### src/rtl/tv_pkg.sv
package tv_pkg;

  typedef enum logic [1:0] {
    FMT_B8   = 2'd0,
    FMT_B16  = 2'd1,
    FMT_B32  = 2'd2,
    FMT_PAGE = 2'd3
  } tv_fmt_e;

  localparam int unsigned OR_XINV  = 0;
  localparam int unsigned OR_YINV  = 1;
  localparam int unsigned OR_SWAP  = 2;

  localparam int unsigned SHW = 6;

endpackage

### src/rtl/tv_geom.sv
module tv_geom
  import tv_pkg::*;
#(
  parameter int unsigned CW_BITS = 14,
  parameter int unsigned CH_BITS = 13,
  parameter int unsigned SLOT_XB = 6,
  parameter int unsigned SLOT_YB = 6
) (
  input  logic [1:0]      fmt,
  output logic [SHW-1:0]  xs,
  output logic [SHW-1:0]  ys,
  output logic [SHW-1:0]  xbits,
  output logic [SHW-1:0]  ybits,
  output logic [SHW-1:0]  align,
  output logic [31:0]     xmask,
  output logic [31:0]     ymask
);

  localparam logic [SHW-1:0] CW_L = SHW'(CW_BITS);
  localparam logic [SHW-1:0] CH_L = SHW'(CH_BITS);

  always_comb begin
    unique case (tv_fmt_e'(fmt))
      FMT_B8:   begin xs = '0;               ys = '0;               end
      FMT_B16:  begin xs = '0;               ys = SHW'(1);          end
      FMT_B32:  begin xs = SHW'(1);          ys = SHW'(1);          end
      default:  begin xs = SHW'(SLOT_XB);    ys = SHW'(SLOT_YB);    end
    endcase
  end

  always_comb begin
    xbits = CW_L - xs;
    ybits = CH_L - ys;
    align = xs + ys;
    xmask = (32'd1 << xbits) - 32'd1;
    ymask = (32'd1 << ybits) - 32'd1;
  end

endmodule

### src/rtl/tv_pack.sv
module tv_pack
  import tv_pkg::*;
#(
  parameter int unsigned COORD_W = 16,
  parameter int unsigned OFF_W   = 27
) (
  input  logic [COORD_W-1:0] x,
  input  logic [COORD_W-1:0] y,
  input  logic [1:0]         fmt,
  input  logic [2:0]         orient,
  input  logic [SHW-1:0]     xbits,
  input  logic [SHW-1:0]     ybits,
  input  logic [SHW-1:0]     align,
  input  logic [31:0]        xmask,
  input  logic [31:0]        ymask,
  output logic [OFF_W+4:0]   addr,
  output logic               bad
);

  logic [31:0] xw, yw, xm, ym, packed_off, scaled;

  always_comb begin
    xw  = 32'(x);
    yw  = 32'(y);
    bad = (xw > xmask) || (yw > ymask);
    xm  = orient[OR_XINV] ? (xw ^ xmask) : xw;
    ym  = orient[OR_YINV] ? (yw ^ ymask) : yw;
    if (orient[OR_SWAP])
      packed_off = (xm << ybits) + ym;
    else
      packed_off = (ym << xbits) + xm;
    scaled = packed_off << align;
    if (bad)
      addr = '0;
    else
      addr = {orient, fmt, scaled[OFF_W-1:0]};
  end

endmodule

### src/rtl/tv_stride.sv
module tv_stride
  import tv_pkg::*;
#(
  parameter int unsigned CW_BITS = 14,
  parameter int unsigned CH_BITS = 13
) (
  input  logic           swap,
  input  logic [SHW-1:0] xs,
  input  logic [SHW-1:0] ys,
  output logic [31:0]    stride
);

  logic [SHW-1:0] amt;

  always_comb begin
    amt    = swap ? (SHW'(CH_BITS) + xs) : (SHW'(CW_BITS) + ys);
    stride = 32'd1 << amt;
  end

endmodule

### src/rtl/tile_view_addr.sv
module tile_view_addr
  import tv_pkg::*;
#(
  parameter int unsigned COORD_W = 16,
  parameter int unsigned CW_BITS = 14,
  parameter int unsigned CH_BITS = 13,
  parameter int unsigned SLOT_XB = 6,
  parameter int unsigned SLOT_YB = 6,
  localparam int unsigned OFF_W  = CW_BITS + CH_BITS,
  localparam int unsigned ADDR_W = OFF_W + 5
) (
  input  logic               clk,
  input  logic               rst_n,
  input  logic               in_valid,
  input  logic [1:0]         fmt_i,
  input  logic [2:0]         orient_i,
  input  logic [COORD_W-1:0] x_i,
  input  logic [COORD_W-1:0] y_i,
  output logic               out_valid,
  output logic [ADDR_W-1:0]  addr_o,
  output logic               bad_coord_o,
  output logic [31:0]        stride_o
);

  // reset: asserted asynchronously, released on a clock edge
  logic [1:0] rst_sync;
  logic       rst_q;

  always_ff @(posedge clk or negedge rst_n) begin
    if (!rst_n) rst_sync <= 2'b00;
    else        rst_sync <= {rst_sync[0], 1'b1};
  end
  assign rst_q = rst_sync[1];

  logic [SHW-1:0] xs, ys, xbits, ybits, align;
  logic [31:0]    xmask, ymask;
  logic [ADDR_W-1:0] addr_c;
  logic           bad_c;
  logic [31:0]    stride_c;

  tv_geom #(
    .CW_BITS(CW_BITS), .CH_BITS(CH_BITS),
    .SLOT_XB(SLOT_XB), .SLOT_YB(SLOT_YB)
  ) u_geom (
    .fmt(fmt_i), .xs(xs), .ys(ys), .xbits(xbits), .ybits(ybits),
    .align(align), .xmask(xmask), .ymask(ymask)
  );

  tv_pack #(.COORD_W(COORD_W), .OFF_W(OFF_W)) u_pack (
    .x(x_i), .y(y_i), .fmt(fmt_i), .orient(orient_i),
    .xbits(xbits), .ybits(ybits), .align(align),
    .xmask(xmask), .ymask(ymask), .addr(addr_c), .bad(bad_c)
  );

  tv_stride #(.CW_BITS(CW_BITS), .CH_BITS(CH_BITS)) u_stride (
    .swap(orient_i[OR_SWAP]), .xs(xs), .ys(ys), .stride(stride_c)
  );

  // next-state
  logic              vld_d, bad_d;
  logic [ADDR_W-1:0] addr_d;
  logic [31:0]       stride_d;
  logic              load_en;

  always_comb begin
    load_en  = in_valid;
    vld_d    = in_valid;
    addr_d   = addr_o;
    bad_d    = bad_coord_o;
    stride_d = stride_o;
    if (load_en) begin
      addr_d   = addr_c;
      bad_d    = bad_c;
      stride_d = stride_c;
    end
  end

  // registers
  always_ff @(posedge clk or negedge rst_q) begin
    if (!rst_q) begin
      out_valid   <= 1'b0;
      addr_o      <= '0;
      bad_coord_o <= 1'b0;
      stride_o    <= '0;
    end else begin
      out_valid   <= vld_d;
      addr_o      <= addr_d;
      bad_coord_o <= bad_d;
      stride_o    <= stride_d;
    end
  end


  valid_lat_chk: assert property (@(posedge clk) disable iff (!rst_q)
    in_valid |=> out_valid);

  idle_hold_chk: assert property (@(posedge clk) disable iff (!rst_q)
    !in_valid |=> (!out_valid && $stable(addr_o) && $stable(stride_o)));

  bad_zero_chk: assert property (@(posedge clk) disable iff (!rst_q)
    (out_valid && bad_coord_o) |-> (addr_o == '0));

  fmt_field_chk: assert property (@(posedge clk) disable iff (!rst_q)
    in_valid |=> (bad_coord_o || (addr_o[OFF_W+1:OFF_W] == $past(fmt_i))));

  view_field_chk: assert property (@(posedge clk) disable iff (!rst_q)
    in_valid |=> (bad_coord_o || (addr_o[OFF_W+4:OFF_W+2] == $past(orient_i))));

  align_low_chk: assert property (@(posedge clk) disable iff (!rst_q)
    (out_valid && !bad_coord_o && addr_o[OFF_W+1:OFF_W] == 2'd2) |-> (addr_o[1:0] == 2'b00));

  stride_onehot_chk: assert property (@(posedge clk) disable iff (!rst_q)
    out_valid |-> ($countones(stride_o) == 1));

endmodule

### config.mk
export PLATFORM = sky130hd
export DESIGN_NAME = tile_view_addr
export DESIGN_NICKNAME = d
export VERILOG_FILES = /design/src/rtl/tv_pkg.sv /design/src/rtl/tv_geom.sv /design/src/rtl/tv_pack.sv /design/src/rtl/tv_stride.sv /design/src/rtl/tile_view_addr.sv
export SDC_FILE = /design/constraint.sdc
export NUM_CORES = 1
export LEC_CHECK = 0
export BUFFER_PORTS_ARGS = -buffer_cell sky130_fd_sc_hd__buf_2
export CORE_MARGIN = 2
export CORE_UTILIZATION = 40
export CTS_CLUSTER_SIZE = 8
export DETAILED_ROUTE_END_ITERATION = 16
export PLACE_DENSITY = 0.66
export REMOVE_ABC_BUFFERS = 1
export SLEW_MARGIN = 25
export SYNTH_ARGS = -nofsm -noshare
export SYNTH_HDL_FRONTEND = slang
export SYNTH_HIERARCHICAL = 1
export SYNTH_SLANG_ARGS = --single-unit
### constraint.sdc
create_clock -name clk -period 2.9 [get_ports clk]
set_input_delay 0.58 -clock clk [delete_from_list [all_inputs] [get_ports clk]]
set_output_delay 0.58 -clock clk [all_outputs]
set_load 0.02 [all_outputs]
* Word level (Yosys, flattened, before mapping)
Index checks and enable logic that the tools add are counted.
** Word-level totals
- Flip-flop bits (word level) :: 68
- Output and inout port bits :: 66
- Logic and storage cells :: 37
** Cells by class
- $add $sub $neg :: 9
- $lt $le $gt $ge :: 2
- Equal/unequal tests :: 2
- Shift-type cells :: 6
- Multiplexer cells :: 7
- Bitwise operators :: 2
- Reductions and logical operators :: 4
** Operators with widths (count)
- $mux 32 :: 4
- $shl 1x6->32 const A :: 3
- $add 32x32->32 :: 2
- $gt 16x32->1 :: 2
- $shl 32x6->32 :: 2
- $sub 32x1->32 const B :: 2
- $xor 16x32->32 :: 2
- $shl 32x4->27 :: 1
- $pmux 3 s2 :: 2
- $add 4x3->5 const A :: 2
- $sub 4x3->5 const A :: 2
- $mux 6 :: 1
- $add 3x3->4 :: 1
- $reduce_or 2->1 :: 2
- $eq 2x1->1 const B :: 1
- $eq 2x2->1 const B :: 1
- $logic_not 2->1 :: 1
- $logic_or 1x1->1 :: 1

* Depth between registers and ports, before layout
- Depth after elaboration :: 13
- Gate-level depth with buffers :: 34
- Depth with buffers taken out :: 32

* Modules after synthesis
The synthesis kept the hierarchy.
** By module, submodules not included
- tv_pack :: instances 1, cells an instance 1494, area each 9892.0 sq um, seq. area each 0.0 sq um
- tile_view_addr :: instances 1, cells an instance 141, area each 2697.6 sq um, seq. area each 1701.6 sq um
- tv_geom :: instances 1, cells an instance 121, area each 880.8 sq um, seq. area each 0.0 sq um
- tv_stride :: instances 1, cells an instance 80, area each 661.9 sq um, seq. area each 0.0 sq um

* Least setup slack after synthesis
No wires, ideal clock.
- Path type :: in2reg
- Start :: in fmt_i[0]
- End :: reg addr_o[19]
- Library setup time :: 0.125 ns
- Data arrival time :: 6.283 ns
- Data required time :: 2.775 ns
- Slack :: -3.508 ns
- Stages on the path :: 27
- Path through :: ha_1 buf_2 inv_1 ha_1 nor2_1 o21ai_2 or4_1 o211ai_1 inv_1 ha_1 nand2_1 o21ai_0 mux4_2 o21ai_0 o21ai_0 nor2_1 ha_1 a21oi_1 o21ai_1 o21a_1 or3_1 xnor2_1 mux4_2 mux4_2 nand2_1 a21oi_1 mux2_4
** On the way
- Word-level cells in the longest chain between the ends :: 13
- Elaborated cells on any way between the ends :: 28
- Those cells by class :: add/sub: 7; order compare: 2; eq/ne: 2; shift: 5; mux: 6; bitwise: 2; reduce/logical: 4
** Ends and longest elaborated chain
- start: declaration :: RTL line tile_view_addr.sv:15 : input logic [1:0] fmt_i,
- $eq 2x1->1 / $eq 2x2->1 (equally long branches) :: RTL line tv_geom.sv:23 : unique case (tv_fmt_e'(fmt))
- $reduce_or 2->1 (no source line)
- $pmux 3 s2 (*) :: RTL line tv_geom.sv:23
- $sub 4x3->5 (*) :: RTL line tv_geom.sv:33 : ybits = CH_L - ys;
- via ybits[3] :: RTL line tile_view_addr.sv:35 : logic [SHW-1:0] xs, ys, xbits, ybits, align;
- $shl 1x6->32 :: RTL line tv_geom.sv:36 : ymask = (32'd1 << ybits) - 32'd1;
- $sub 32x1->32 :: RTL line tv_geom.sv:36
- $xor 16x32->32 :: RTL line tv_pack.sv:27 : ym = orient[OR_YINV] ? (yw ^ ymask) : yw;
- $mux 32 :: RTL line tv_pack.sv:27
- $shl 32x6->32 :: RTL line tv_pack.sv:31 : packed_off = (ym << xbits) + xm;
- $add 32x32->32 :: RTL line tv_pack.sv:31
- $mux 32 :: RTL line tv_pack.sv:28 : if (orient[OR_SWAP])
- $shl 32x4->27 :: RTL line tv_pack.sv:32 : scaled = packed_off << align;
- $mux 32 (*) :: RTL line tv_pack.sv:33 : if (bad)
- via addr_c[19] :: RTL line tile_view_addr.sv:37 : logic [ADDR_W-1:0] addr_c;
- end signal: assignment :: RTL line tile_view_addr.sv:87 : addr_o <= addr_d;
- end: declaration :: RTL line tile_view_addr.sv:20 : output logic [ADDR_W-1:0] addr_o,
Mark *: on every way through the listed nets, which the timed path passes. The rest lies on a longest branch.
A chain may end at the register's enable or synchronous reset.

* Worst setup path after layout
- Start :: in fmt_i[0]
- End :: reg addr_o[16]
** On the way
- Elaborated cells on any way between the ends :: 28
- Those cells by class :: add/sub: 7; order compare: 2; eq/ne: 2; shift: 5; mux: 6; bitwise: 2; reduce/logical: 4
** RTL lines
- $eq 2x1->1, or another cell as far along :: RTL line tv_geom.sv:23
- $reduce_or 2->1 (no source line)
- $pmux 3 s2 :: RTL line tv_geom.sv:23
- $add 3x3->4 (*) :: RTL line tv_geom.sv:34 : align = xs + ys;
- via align[1] :: RTL line tile_view_addr.sv:35
- $shl 32x4->27 (*) :: RTL line tv_pack.sv:32
- $mux 32 (*) :: RTL line tv_pack.sv:33
- via addr_c[16] :: RTL line tile_view_addr.sv:37
Marked as above.

==> tab_implementation.tex <==
\begin{tabular}{lr}
\hline
Metric & Value \\
\hline
\multicolumn{2}{l}{\textbf{Outcome}} \\
Outcome & finished with violations \\
Failing checks & negative setup slack \\
\multicolumn{2}{l}{\textbf{Cells and area}} \\
Non-Filler Instances & 2,855 \\
Number of filler instances in the final layout & 2,867 \\
Synthesis-to-finish area growth & 49.7\% \\
End-of-flow core utilization & 61.1\% \\
Nets@finish & 2,538 \\
Area occupied by registers & 0.00170 mm² \\
Most frequent standard cell in the layout excluding fill and tap cells & sky130\_fd\_sc\_hd\_\_buf\_4 \\
Total area of multi-input combinational cells & 0.0129 mm² \\
Ratio of cells with drive above 1 in the final layout & a little under half \\
Count of antenna diodes in the layout & 0 \\
Top library cells by usage in the layout, fill and taps aside & 524 x sky130\_fd\_sc\_hd\_\_buf\_4, 174 x sky130\_fd\_sc\_hd\_\_nor2\_1, 163 x sky130\_fd\_sc\_hd\_\_nand2\_1 \\
\multicolumn{2}{l}{\textbf{Synthesis}} \\
Synth unique cells & 95 \\
Post-synthesis sequential element count & 68 \\
Fraction of synthesized cell area taken by the top area cell type & 12.0\% \\
Yosys top cell by area & sky130\_fd\_sc\_hd\_\_dfrtp\_1 \\
Number of enable flip-flop cells after synthesis & 0 \\
Area of the mapped netlist & 0.0141 mm² \\
Count of synthesis-stage warnings from yosys & 6 \\
Commonest register cell after synthesis & sky130\_fd\_sc\_hd\_\_dfrtp\_1 \\
Synthesized area per cell & roughly 7.7 µm² \\
Post-synthesis sequential area ratio & 12.0\% \\
Leading post-synthesis cells by cell area & sky130\_fd\_sc\_hd\_\_dfrtp\_1 12\%, sky130\_fd\_sc\_hd\_\_ha\_1 8.9\%, sky130\_fd\_sc\_hd\_\_mux2\_2 5.3\% \\
Post-synthesis instance total & between 1,500 and 2,000 \\
Post-synthesis async set-or-reset flop share & 100\% \\
\multicolumn{2}{l}{\textbf{Worst setup path}} \\
Max FO, Critical Path & 5 \\
Launching element type of the critical path & primary input \\
Slowest Stage Delay on Critical Path & 0.50 ns \\
Required time of the worst setup path & 3.17 ns \\
Crit. Startpoint & fmt\_i[0] \\
Setup Crit Path Kind & in -> reg \\
Beginning of the worst register-to-register path & rst\_sync[1] \\
Critical path capture point type & flop \\
Data arrival time of the critical path & 6.10 ns \\
Slowest cell on crit path & sky130\_fd\_sc\_hd\_\_or4\_1 \\
Depth of the worst register-to-register path & 1 \\
\multicolumn{2}{l}{\textbf{Clock tree}} \\
Clock tree root buffer cell & sky130\_fd\_sc\_hd\_\_clkbuf\_16 \\
CTS tree & built \\
Clock-pin slew reported for the worst setup and hold paths after clock tree synthesis & 0.06 ns \\
Skew-Pair Late Insertion Delay & 0.34 ns \\
Clock tree sinks & 68 \\
Number of levels the H-tree was split into & 3 \\
Number of buffers created by CTS & 9 \\
Number of buffers on the longest clock path & 2 \\
\multicolumn{2}{l}{\textbf{Global route}} \\
Global-route wire length before repair & 89,000 µm \\
Maximum number of pins on one net before global-route repair & 67 \\
Antenna violations before repair & 0 \\
Final global-route overflow total & 0 \\
Total global-route track usage & between 30\% and 40\% \\
Number of global-route vias before repair & roughly 16,000 \\
\multicolumn{2}{l}{\textbf{Floorplanning}} \\
Starting density of the core & 40.8\% \\
Die Area & 0.0369 mm² \\
Die Height & around 190 µm \\
Die Span X & 192 µm \\
Core area & 0.0346 mm² \\
Cell Rows & a little under 70 \\
Boundary Pins & 106 \\
\multicolumn{2}{l}{\textbf{STA}} \\
Rel. slew slack & between 40\% and 50\% \\
Fin. Hold Viols & 0 \\
Setup Skew & 0.00777 ns \\
Setup repair after global routing missed its margin & true \\
Setup violation total in the final timing report & 33 \\
Final period util & 201\% \\
Transition time at the pin with the least slew margin & about 0.85 ns \\
Number of pins exceeding their max-slew limit in the final report & 0 \\
Minimum clock period after layout & 5.83 ns \\
Least setup slack across all paths after layout & -2.93 ns \\
Max Freq & 172 MHz \\
\multicolumn{2}{l}{\textbf{Place}} \\
Detailed-placement wirelength estimate & 44,700 µm \\
Number of buffer cells added on primary ports & 105 \\
Number of placed instances with taps included & 2,771 \\
GPL Wtd Cong & 1.01 \\
\multicolumn{2}{l}{\textbf{Pwr}} \\
Design Power & $\sim$6.6 mW \\
Power per Cell Area & 312 mW/mm² \\
Worst voltage drop across the vdd grid & 275 µV \\
LEAKAGE & 9.93 nW \\
\multicolumn{2}{l}{\textbf{Route}} \\
Via-to-Cell Ratio & 5.94 \\
DRC viols & 0 \\
Residual antenna-violating net count after detailed routing & 0 \\
Drt first-iter violations & roughly 1,800 \\
Total wirelength of the detailed-routed design & 59,000 µm \\
Number of detailed-route iterations in the first pass & 8 \\
Post-detailed-route wirelength per cell & 20.7 µm \\
Vias after detailed routing & roughly 17,000 \\
\multicolumn{2}{l}{\textbf{Hold path}} \\
Path type of the worst min-delay path & in -> async \\
\multicolumn{2}{l}{\textbf{Run}} \\
Maxcap violations & 0 \\
\hline
\end{tabular}
-- synth_stat cells, types with 18 or more instances --
cell and instances:
sky130_fd_sc_hd__a211oi_1 63, sky130_fd_sc_hd__a21o_1 25, sky130_fd_sc_hd__a21oi_1 128, sky130_fd_sc_hd__and2_1 31
sky130_fd_sc_hd__buf_1 18, sky130_fd_sc_hd__buf_2 22, sky130_fd_sc_hd__buf_4 66, sky130_fd_sc_hd__clkbuf_1 65
sky130_fd_sc_hd__dfrtp_1 68, sky130_fd_sc_hd__ha_1 101, sky130_fd_sc_hd__inv_1 103, sky130_fd_sc_hd__mux2_2 67
sky130_fd_sc_hd__mux2_4 50, sky130_fd_sc_hd__mux2i_1 69, sky130_fd_sc_hd__mux4_2 29, sky130_fd_sc_hd__nand2_1 177
sky130_fd_sc_hd__nand3_1 36, sky130_fd_sc_hd__nand4_1 20, sky130_fd_sc_hd__nor2_1 201, sky130_fd_sc_hd__nor3_1 35
sky130_fd_sc_hd__o211ai_1 19, sky130_fd_sc_hd__o21a_1 20, sky130_fd_sc_hd__o21ai_0 79, sky130_fd_sc_hd__or3_1 22
sky130_fd_sc_hd__xnor2_1 29, sky130_fd_sc_hd__xor2_1 24
-- layout make-up --
cell class	instances	area share (%)
Timing Repair Buffer	681	24.9
Clock buffer	9	1.06
Tap cell	455	2.69
Sequential cell	68	8.05
Multi-Input combinational cell	1525	61.0
Clock inverter	7	0.243
Inverter	110	2.02
-- per-layer routing --
metal	global-route usage, %	wire length, µm	vias to the layer above
li1	-	-	7775
met1	39.8	24200	8136
met5	0	0	-
met2	51.4	27100	869
met4	9.97	2490	0
met3	5.43	5200	173
-- cell families after synthesis --
logic type / Yosys count / synth area share, %
other: 3 / 0.0797
AO/OA/AOI/OAI: 516 / 26.0
buffers and inverters: 291 / 10.2
flip-flops: 68 / 12.0
XOR/XNOR: 53 / 3.28
adder cells (fa/ha/maj): 103 / 9.23
multiplexers: 215 / 20.2
AND/OR/NAND/NOR: 587 / 19.0
-- worst paths after layout --
check	slack [ns]	to
worst max-delay path	-2.93	addr_o[16]
worst min-delay path	0.02	rst_sync[1]
worst max register to register	1.89	out_valid
worst min register to register	0.35	rst_sync[1]
max in group asynchronous	1.89	out_valid
min in group clk	0.35	rst_sync[1]
-- stage by stage --
step / setup TNS [ns] / setup WS, ns / hold WS (ns) / cell area, µm²
after CTS: -64.50 / -2.83 / 0.00841 / 20300
after global placement: -114.85 / -3.71 / 0.338 / 18300
final: -67.48 / -2.93 / 0.0172 / 21200
after global routing: -73.06 / -3.14 / 0.00604 / 21200
after detailed placement: -119.15 / -3.80 / 0.342 / 18300
after floorplan: -217.89 / -6.29 / 0.284 / 13300
-- worst max-delay path: cells and delay by family --
kind                       cells  cell delay [ns]
AOI/OAI and AO/OA              9             1.74
adders and majority gates      4             0.86
buffers and inverters          7             0.75
muxes                          5             1.13
and+or+nand+nor                5             1.04
-- sequential cells by signal (all words and copies together), names as in the netlist --
signal and count:
addr_o 32, stride_o 32, rst_sync 2, bad_coord_o 1
out_valid 1
-- where the power goes --
group | leakage [nW] | internal [mW] | switching (mW)
sequential | 0.913 | 1.01 | 0.0390
combinational | 8.89 | 2.16 | 2.36
clock | 0.132 | 0.581 | 0.456
-- what timing repair did --
| item | 4_1_cts | 5_1_grt |
|---|---|---|
| pin swaps | 92 | 69 |
| resized for setup | 309 | 125 |
| gates cloned | 3 | 1 |
| hold endpoints to repair | 0 | 0 |
| setup buffers | 46 | 22 |
| hold buffers | 0 | 0 |
| setup endpoints to repair | 65 | 65 |
(Power assumes the default switching activity.)
